$ cat config.mk
export PLATFORM = sky130hd
export DESIGN_NAME = i2c_strap_target
export DESIGN_NICKNAME = d
export VERILOG_FILES = /design/src/rtl/i2c_tgt_pkg.sv /design/src/rtl/i2c_tgt_sync.sv /design/src/rtl/i2c_tgt_timeout.sv /design/src/rtl/i2c_tgt_engine.sv /design/src/rtl/i2c_strap_target.sv
export SDC_FILE = /design/constraint.sdc
export NUM_CORES = 1
export LEC_CHECK = 0
export CAP_MARGIN = 10
export CORE_UTILIZATION = 70
export CTS_BUF_LIST = sky130_fd_sc_hd__clkbuf_8
export DETAILED_ROUTE_END_ITERATION = 10
export DONT_BUFFER_PORTS = 1
export PLACE_DENSITY_LB_ADDON = 0.15
export SYNTH_ARGS = -nofsm -noshare
export SYNTH_HDL_FRONTEND = slang
export SYNTH_SLANG_ARGS = --single-unit
$ cat constraint.sdc
create_clock -name clk -period 5 [get_ports clk]
set_input_delay 0.75 -clock clk [delete_from_list [all_inputs] [get_ports clk]]
set_output_delay 0.75 -clock clk [all_outputs]
set_load 0.01 [all_outputs]
$ cat src/rtl/i2c_tgt_pkg.sv
// Shared types and constants for the I2C target engine.
package i2c_tgt_pkg;
    typedef enum logic [2:0] {
        ST_IDLE,
        ST_ADDR,
        ST_AACK,
        ST_WBYTE,
        ST_WACK,
        ST_RBYTE,
        ST_RACK,
        ST_IGNORE
    } tgt_state_e;

    localparam logic [2:0] ADDR_PREFIX   = 3'b100;
    localparam logic [7:0] GC_RESET_BYTE = 8'h06;
    localparam int         BYTE_BITS     = 8;
endpackage

$ cat src/rtl/i2c_tgt_sync.sv
// Multi-stage synchroniser with edge detection for a set of bus lines.
// Assumes idle-high lines; all outputs are aligned to the same stage.
module i2c_tgt_sync #(
    parameter int N_LINES = 2,
    parameter int STAGES  = 2
) (
    input  logic               clk,
    input  logic               rst_n,
    input  logic [N_LINES-1:0] lines_i,
    output logic [N_LINES-1:0] level_o,
    output logic [N_LINES-1:0] rise_o,
    output logic [N_LINES-1:0] fall_o
);
    for (genvar g = 0; g < N_LINES; g++) begin : g_line
        logic [STAGES-1:0] pipe;
        logic              prev;

        // Shift the raw line through the stages and keep the previous level.
        always_ff @(posedge clk) begin
            if (!rst_n) begin
                pipe <= '1;
                prev <= 1'b1;
            end else begin
                pipe <= {pipe[STAGES-2:0], lines_i[g]};
                prev <= pipe[STAGES-1];
            end
        end

        assign level_o[g] = pipe[STAGES-1];
        assign rise_o[g]  = pipe[STAGES-1] & ~prev;
        assign fall_o[g]  = ~pipe[STAGES-1] & prev;
    end
endmodule

$ cat src/rtl/i2c_tgt_timeout.sv
// Stall watchdog: counts tick pulses while a frame is active and SCL is
// still; expire_o pulses once when the mode-dependent limit is reached.
module i2c_tgt_timeout #(
    parameter int LIM_NORMAL = 14000,
    parameter int LIM_TURBO  = 28000
) (
    input  logic clk,
    input  logic rst_n,
    input  logic active_i,
    input  logic kick_i,
    input  logic tick_i,
    input  logic turbo_i,
    output logic expire_o
);
    localparam int            CW    = $clog2(LIM_TURBO + 1);
    localparam logic [CW-1:0] LIM_N = CW'(LIM_NORMAL - 1);
    localparam logic [CW-1:0] LIM_T = CW'(LIM_TURBO - 1);

    logic [CW-1:0] cnt;
    logic [CW-1:0] last;

    assign last = turbo_i ? LIM_T : LIM_N;

    // Count idle ticks; clear on any SCL edge or when no frame is open.
    always_ff @(posedge clk) begin
        if (!rst_n || !active_i || kick_i) begin
            cnt      <= '0;
            expire_o <= 1'b0;
        end else if (tick_i) begin
            if (cnt == last) begin
                cnt      <= '0;
                expire_o <= 1'b1;
            end else begin
                cnt      <= cnt + 1'b1;
                expire_o <= 1'b0;
            end
        end else begin
            expire_o <= 1'b0;
        end
    end
endmodule

$ cat src/rtl/i2c_tgt_engine.sv
// Byte-level I2C target state machine working on synchronised line levels
// and edges. Assumes SDA changes from the master only while SCL is low,
// apart from START and STOP. START has priority over STOP and timeout.
module i2c_tgt_engine
    import i2c_tgt_pkg::*;
(
    input  logic       clk,
    input  logic       rst_n,
    input  logic       scl_lvl,
    input  logic       sda_lvl,
    input  logic       scl_rise,
    input  logic       scl_fall,
    input  logic       sda_rise,
    input  logic       sda_fall,
    input  logic [1:0] strap_a1,
    input  logic [1:0] strap_a0,
    input  logic [7:0] tx_data,
    input  logic       expire_i,
    output logic       active_o,
    output logic       sda_oe,
    output logic       rx_valid,
    output logic [7:0] rx_data,
    output logic       tx_next,
    output logic       start_o,
    output logic       stop_o,
    output logic       gc_reset,
    output logic       timeout_o
);
    localparam int BCW = $clog2(BYTE_BITS + 1);

    tgt_state_e     state;
    logic [7:0]     shreg;
    logic [BCW-1:0] bitcnt;
    logic [3:0]     addr_lo;
    logic           strap_pend;
    logic           gc_mode;
    logic           mack;
    logic           start_det;
    logic           stop_det;
    logic           addr_hit;
    logic           gc_hit;

    assign start_det = scl_lvl & sda_fall;
    assign stop_det  = scl_lvl & sda_rise;
    assign addr_hit  = (shreg[7:1] == {ADDR_PREFIX, addr_lo});
    assign gc_hit    = (shreg == 8'h00);
    assign active_o  = (state != ST_IDLE);

    // Main sequencer: conditions first, then per-state bit handling.
    always_ff @(posedge clk) begin
        if (!rst_n) begin
            state      <= ST_IDLE;
            shreg      <= '0;
            bitcnt     <= '0;
            addr_lo    <= '0;
            strap_pend <= 1'b0;
            gc_mode    <= 1'b0;
            mack       <= 1'b0;
            sda_oe     <= 1'b0;
            rx_valid   <= 1'b0;
            rx_data    <= '0;
            tx_next    <= 1'b0;
            start_o    <= 1'b0;
            stop_o     <= 1'b0;
            gc_reset   <= 1'b0;
            timeout_o  <= 1'b0;
        end else begin
            rx_valid  <= 1'b0;
            tx_next   <= 1'b0;
            start_o   <= 1'b0;
            stop_o    <= 1'b0;
            gc_reset  <= 1'b0;
            timeout_o <= 1'b0;
            if (start_det) begin
                state      <= ST_ADDR;
                bitcnt     <= '0;
                strap_pend <= 1'b1;
                gc_mode    <= 1'b0;
                sda_oe     <= 1'b0;
                start_o    <= 1'b1;
            end else if (stop_det) begin
                state  <= ST_IDLE;
                sda_oe <= 1'b0;
                stop_o <= 1'b1;
            end else if (expire_i) begin
                state     <= ST_IGNORE;
                sda_oe    <= 1'b0;
                timeout_o <= 1'b1;
            end else begin
                unique case (state)
                    ST_ADDR: begin
                        if (scl_fall && strap_pend) begin
                            addr_lo    <= {strap_a1, strap_a0};
                            strap_pend <= 1'b0;
                        end
                        if (scl_rise) begin
                            shreg  <= {shreg[6:0], sda_lvl};
                            bitcnt <= bitcnt + 1'b1;
                        end else if (scl_fall && bitcnt == BCW'(BYTE_BITS)) begin
                            if (addr_hit || gc_hit) begin
                                sda_oe  <= 1'b1;
                                gc_mode <= gc_hit;
                                state   <= ST_AACK;
                            end else begin
                                state <= ST_IGNORE;
                            end
                        end
                    end
                    ST_AACK, ST_RACK: begin
                        if (scl_rise) begin
                            mack <= ~sda_lvl;
                        end else if (scl_fall) begin
                            bitcnt <= '0;
                            if (state == ST_AACK && !shreg[0]) begin
                                sda_oe <= 1'b0;
                                state  <= ST_WBYTE;
                            end else if (state == ST_AACK || mack) begin
                                shreg   <= tx_data;
                                sda_oe  <= ~tx_data[7];
                                tx_next <= 1'b1;
                                state   <= ST_RBYTE;
                            end else begin
                                sda_oe <= 1'b0;
                                state  <= ST_IGNORE;
                            end
                        end
                    end
                    ST_WBYTE: begin
                        if (scl_rise) begin
                            shreg  <= {shreg[6:0], sda_lvl};
                            bitcnt <= bitcnt + 1'b1;
                        end else if (scl_fall && bitcnt == BCW'(BYTE_BITS)) begin
                            sda_oe <= 1'b1;
                            state  <= ST_WACK;
                            if (gc_mode) begin
                                gc_reset <= (shreg == GC_RESET_BYTE);
                            end else begin
                                rx_valid <= 1'b1;
                                rx_data  <= shreg;
                            end
                        end
                    end
                    ST_WACK: begin
                        if (scl_fall) begin
                            sda_oe <= 1'b0;
                            bitcnt <= '0;
                            state  <= gc_mode ? ST_IGNORE : ST_WBYTE;
                        end
                    end
                    ST_RBYTE: begin
                        if (scl_fall) begin
                            if (bitcnt == BCW'(BYTE_BITS - 1)) begin
                                sda_oe <= 1'b0;
                                state  <= ST_RACK;
                            end else begin
                                sda_oe <= ~shreg[6];
                                shreg  <= {shreg[6:0], 1'b0};
                                bitcnt <= bitcnt + 1'b1;
                            end
                        end
                    end
                    default: begin
                        sda_oe <= 1'b0;
                    end
                endcase
            end
        end
    end
endmodule

$ cat src/rtl/i2c_strap_target.sv
// Top of the I2C target: line synchroniser, stall watchdog and byte engine.
// Assumes clk is at least about 10x the SCL bit rate.
module i2c_strap_target #(
    parameter int TMO_NORMAL = 14000,
    parameter int TMO_TURBO  = 28000,
    parameter int SYNC_STAGES = 2
) (
    input  logic       clk,
    input  logic       rst_n,
    input  logic       scl_i,
    input  logic       sda_i,
    output logic       sda_oe,
    input  logic [1:0] strap_a1,
    input  logic [1:0] strap_a0,
    input  logic       turbo_i,
    input  logic       mod_tick,
    input  logic [7:0] tx_data,
    output logic       tx_next,
    output logic       rx_valid,
    output logic [7:0] rx_data,
    output logic       start_o,
    output logic       stop_o,
    output logic       gc_reset,
    output logic       timeout_o
);
    logic [1:0] lvl;
    logic [1:0] rise;
    logic [1:0] fall;
    logic       scl_s;
    logic       active;
    logic       expire;

    assign scl_s = lvl[1];

    i2c_tgt_sync #(.N_LINES(2), .STAGES(SYNC_STAGES)) u_sync (
        .clk(clk), .rst_n(rst_n), .lines_i({scl_i, sda_i}),
        .level_o(lvl), .rise_o(rise), .fall_o(fall)
    );

    i2c_tgt_timeout #(.LIM_NORMAL(TMO_NORMAL), .LIM_TURBO(TMO_TURBO)) u_tmo (
        .clk(clk), .rst_n(rst_n), .active_i(active),
        .kick_i(rise[1] | fall[1]), .tick_i(mod_tick),
        .turbo_i(turbo_i), .expire_o(expire)
    );

    i2c_tgt_engine u_eng (
        .clk(clk), .rst_n(rst_n),
        .scl_lvl(lvl[1]), .sda_lvl(lvl[0]),
        .scl_rise(rise[1]), .scl_fall(fall[1]),
        .sda_rise(rise[0]), .sda_fall(fall[0]),
        .strap_a1(strap_a1), .strap_a0(strap_a0),
        .tx_data(tx_data), .expire_i(expire), .active_o(active),
        .sda_oe(sda_oe), .rx_valid(rx_valid), .rx_data(rx_data),
        .tx_next(tx_next), .start_o(start_o), .stop_o(stop_o),
        .gc_reset(gc_reset), .timeout_o(timeout_o)
    );
endmodule

==> flow_metrics.py <==
metrics = {
    "outcome": {
        "outcome": "finished, final reports clean",
    },
    "grt": {
        "grt_use_total_pct": 33.2,
        "overflow": 0,
        "grt_pass1_vias": 2341,
        "antenna_found_initial": 0,
        "grt_start_max_net_pins": 27,
        "grt_pass1_wl_mm": 10.6,
    },
    "clock_tree": {
        "clock-sinks": 59,
        "clkLatencyLatePin_ns": 0.34,
        "clk_pin_slew_worst_paths_ns": 0.07,
        "post-cts-setup-buffer-count": 0,
        "cts-hold-fix-buffers": 0,
        "htree_levels": 3,
        "ctsResizeCount": 0,
        "cts.path.max_buffers": 2,
        "tritoncts": "yes",
        "cts_root_buf": "clkbuf_8",
        "cts_buffers": 9,
    },
    "sta": {
        "slew_violations": 0,
        "max_slew_margin_pct": 36.9,
        "hold_violations": 0,
        "min_period_ns": 2.53,
        "max_freq_mhz": 395,
        "finalSetupTns_ns": 0,
        "rsz0062_at_grt": "no",
        "setup_violations": 0,
        "timing.final.crit_share_pct": 50.7,
        "skew_ns": 0.00788,
        "max_slew.worst_pin.slew_ns": 0.945,
    },
    "critical_path": {
        "crit_path_end_kind": "flip-flop",
        "arrival_ns": 2.81,
        "critPathLaunchType": "flip-flop",
        "critical_path_class": "flip-flop to flip-flop",
        "cp_max_fo": 25,
        "crit_required_ns": 5.27,
    },
    "synthesis": {
        "synth_warnings": 0,
        "syn_inst": 323,
        "syn-cell-area_sq_um": 2830,
        "async_reset_ff_share_pct": 0,
        "ys_seq_area_share_pct": 41.7,
        "synth_edf_count": 0,
        "avgSynthCellArea_sq_um": 8.77,
        "yosysUniqueCellTypes": 56,
        "synth_flop_cell": "dfxtp_1",
        "ys_ff_latch": 59,
        "syn_nets": 346,
    },
    "floorplanning": {
        "die_width_microns": 65.6,
        "die_h_microns": 65.6,
        "core_area_sq_um": 3770,
        "io_pins": 33,
        "start_util_pct": 75.1,
        "core.rowCount": 22,
        "die_area_sq_um": 4310,
    },
    "final_layout": {
        "fillers": 249,
        "antenna_cells_inserted": 0,
        "final_common_cell": "dfxtp_1",
        "syn_to_final_growth_pct": 7.77,
        "multi_input_area_sq_um": 1550,
        "final_cell_mix": "dfxtp_1, nor2_1, nand2_1, mux2i_1, a21oi_1",
        "seq_area_sq_um": 1180,
        "nets": 343,
        "layout-drive-gt1-share_pct": 6.48,
        "instances_no_fill": 372,
    },
    "route": {
        "vias": 2502,
        "ant_nets": 0,
        "drc_errors": 0,
        "first_pass_iters": 5,
        "viasPerCell": 6.73,
        "wl_per_cell_microns": 17.6,
        "wirelength_mm": 6.55,
        "drtIter0Drc": 390,
    },
    "run": {
        "drv_cap": 0,
    },
    "place": {
        "io_buffers": 0,
        "dp.cells": 357,
        "hpwl_mm": 4.33,
        "gp_congestion": 0.977,
    },
    "power": {
        "power_density_nw_per_um2": 339,
        "vdd_ir_drop_max_v": 0.000238,
        "leakagePower_uw": 0.00111,
    },
    "min_path": {
        "min-delay-path-class": "flip-flop to flip-flop",
    },
}
[registers in the layout, summed over array words and instances, names as in the netlist, 2 cells and up]
name,cells
u_eng.shreg,8
u_tmo.cnt,15
u_eng.addr_lo,4
u_eng.state,3
u_sync.g_line.prev,2
u_eng.bitcnt,4
u_sync.g_line.pipe,4
u_eng.rx_data,8
[metrics by stage]
stage / cell area (sq um) / power [uW] / worst slack [ns] / hold WS [ns] / utilization [%]
floorplan: 2830 / 555 / 2.92 / 0.386 / -
global placement: 2840 / 568 / 2.70 / 0.392 / 75.2
detailed placement: 2840 / 569 / 2.59 / 0.398 / 75.2
CTS: 3050 / 1040 / 2.57 / 0.415 / 81.0
global route: 3050 / 1070 / 2.37 / 0.438 / 81.0
finish: 3050 / 1040 / 2.47 / 0.409 / 81.0
[cell families (layout without fill, tap and decap cells)]
| family | after synthesis | in the layout | synth area share, % |
|---|---|---|---|
| and+or+nand+nor | 141 | 141 | 26.3 |
| DFF | 59 | 59 | 41.7 |
| AOI/OAI and AO/OA | 52 | 52 | 12.6 |
| buffers and inverters | 25 | 26 | 3.45 |
| muxes | 22 | 22 | 7.82 |
| xor gates and xnor gates | 19 | 19 | 5.87 |
| adders and majority gates | 5 | 5 | 2.21 |
[per-layer routing]
metal / vias to the layer above / share of wire, % / global-route usage [%]
li1: 1147 / - / -
met2: 164 / 46 / 49.9
met1: 1159 / 42 / 42.0
met3: 32 / 8.7 / 8.51
met4: 0 / 3.3 / 21.2
met5: - / 0 / 0
[cell usage after synthesis, drive strengths merged, types with 3 or more instances]
cell type	n	area share (%)
a211oi	11	3.1
nand2	25	3.3
xnor2	6	1.9
nand3	11	1.9
o21ai	9	1.6
nand2b	7	1.5
a21oi	14	2.5
nor4	9	2.2
nand4	4	0.88
nor2	47	6.2
and3	4	0.88
nand3b	4	1.1
nor4bb	3	1.1
ha	5	2.2
dfxtp	59	42
nor3	6	1.5
buf	5	0.79
inv	11	1.5
nor2b	6	1.3
mux2i	21	7.4
or4	3	0.93
clkbuf	9	1.2
xor2	13	4.0
[worst max-delay path, cell delays in order, from the launching register on]
cell and delay, ns:
dfxtp_1 0.85, o21ai_0 0.24, and2_1 0.23, or4_4 0.51, or4_1 0.49, a21oi_1 0.14
[layout make-up]
class,count,share of cell area [%]
clock inverter,5,2.58
inverter,11,1.35
tap,48,1.97
clock buffer,10,4.51
multi-input combinational,239,50.9
sequential,59,38.7
[where the power goes]
| group | switching (uW) | internal [uW] |
|---|---|---|
| Clock | 185 | 289 |
| Combinational | 41.9 | 26.4 |
| Sequential | 14.8 | 479 |
[final timing paths]
check / start / to / slack, ns / depth (start not counted)
max: u_eng.state[1]$_SDFFE_PP0P_ / u_eng.bitcnt[3]$_SDFFE_PP0P_ / 2.47 / 5
min: u_sync.g_line[1].pipe[0]$_SDFF_PN1_ / u_sync.g_line[1].pipe[1]$_SDFF_PN1_ / 0.41 / 1
max reg2reg: u_eng.state[1]$_SDFFE_PP0P_ / u_eng.bitcnt[3]$_SDFFE_PP0P_ / 2.47 / 5
min reg2reg: u_sync.g_line[1].pipe[0]$_SDFF_PN1_ / u_sync.g_line[1].pipe[1]$_SDFF_PN1_ / 0.41 / 1
Note: power is estimated with default switching activity, not from simulation.
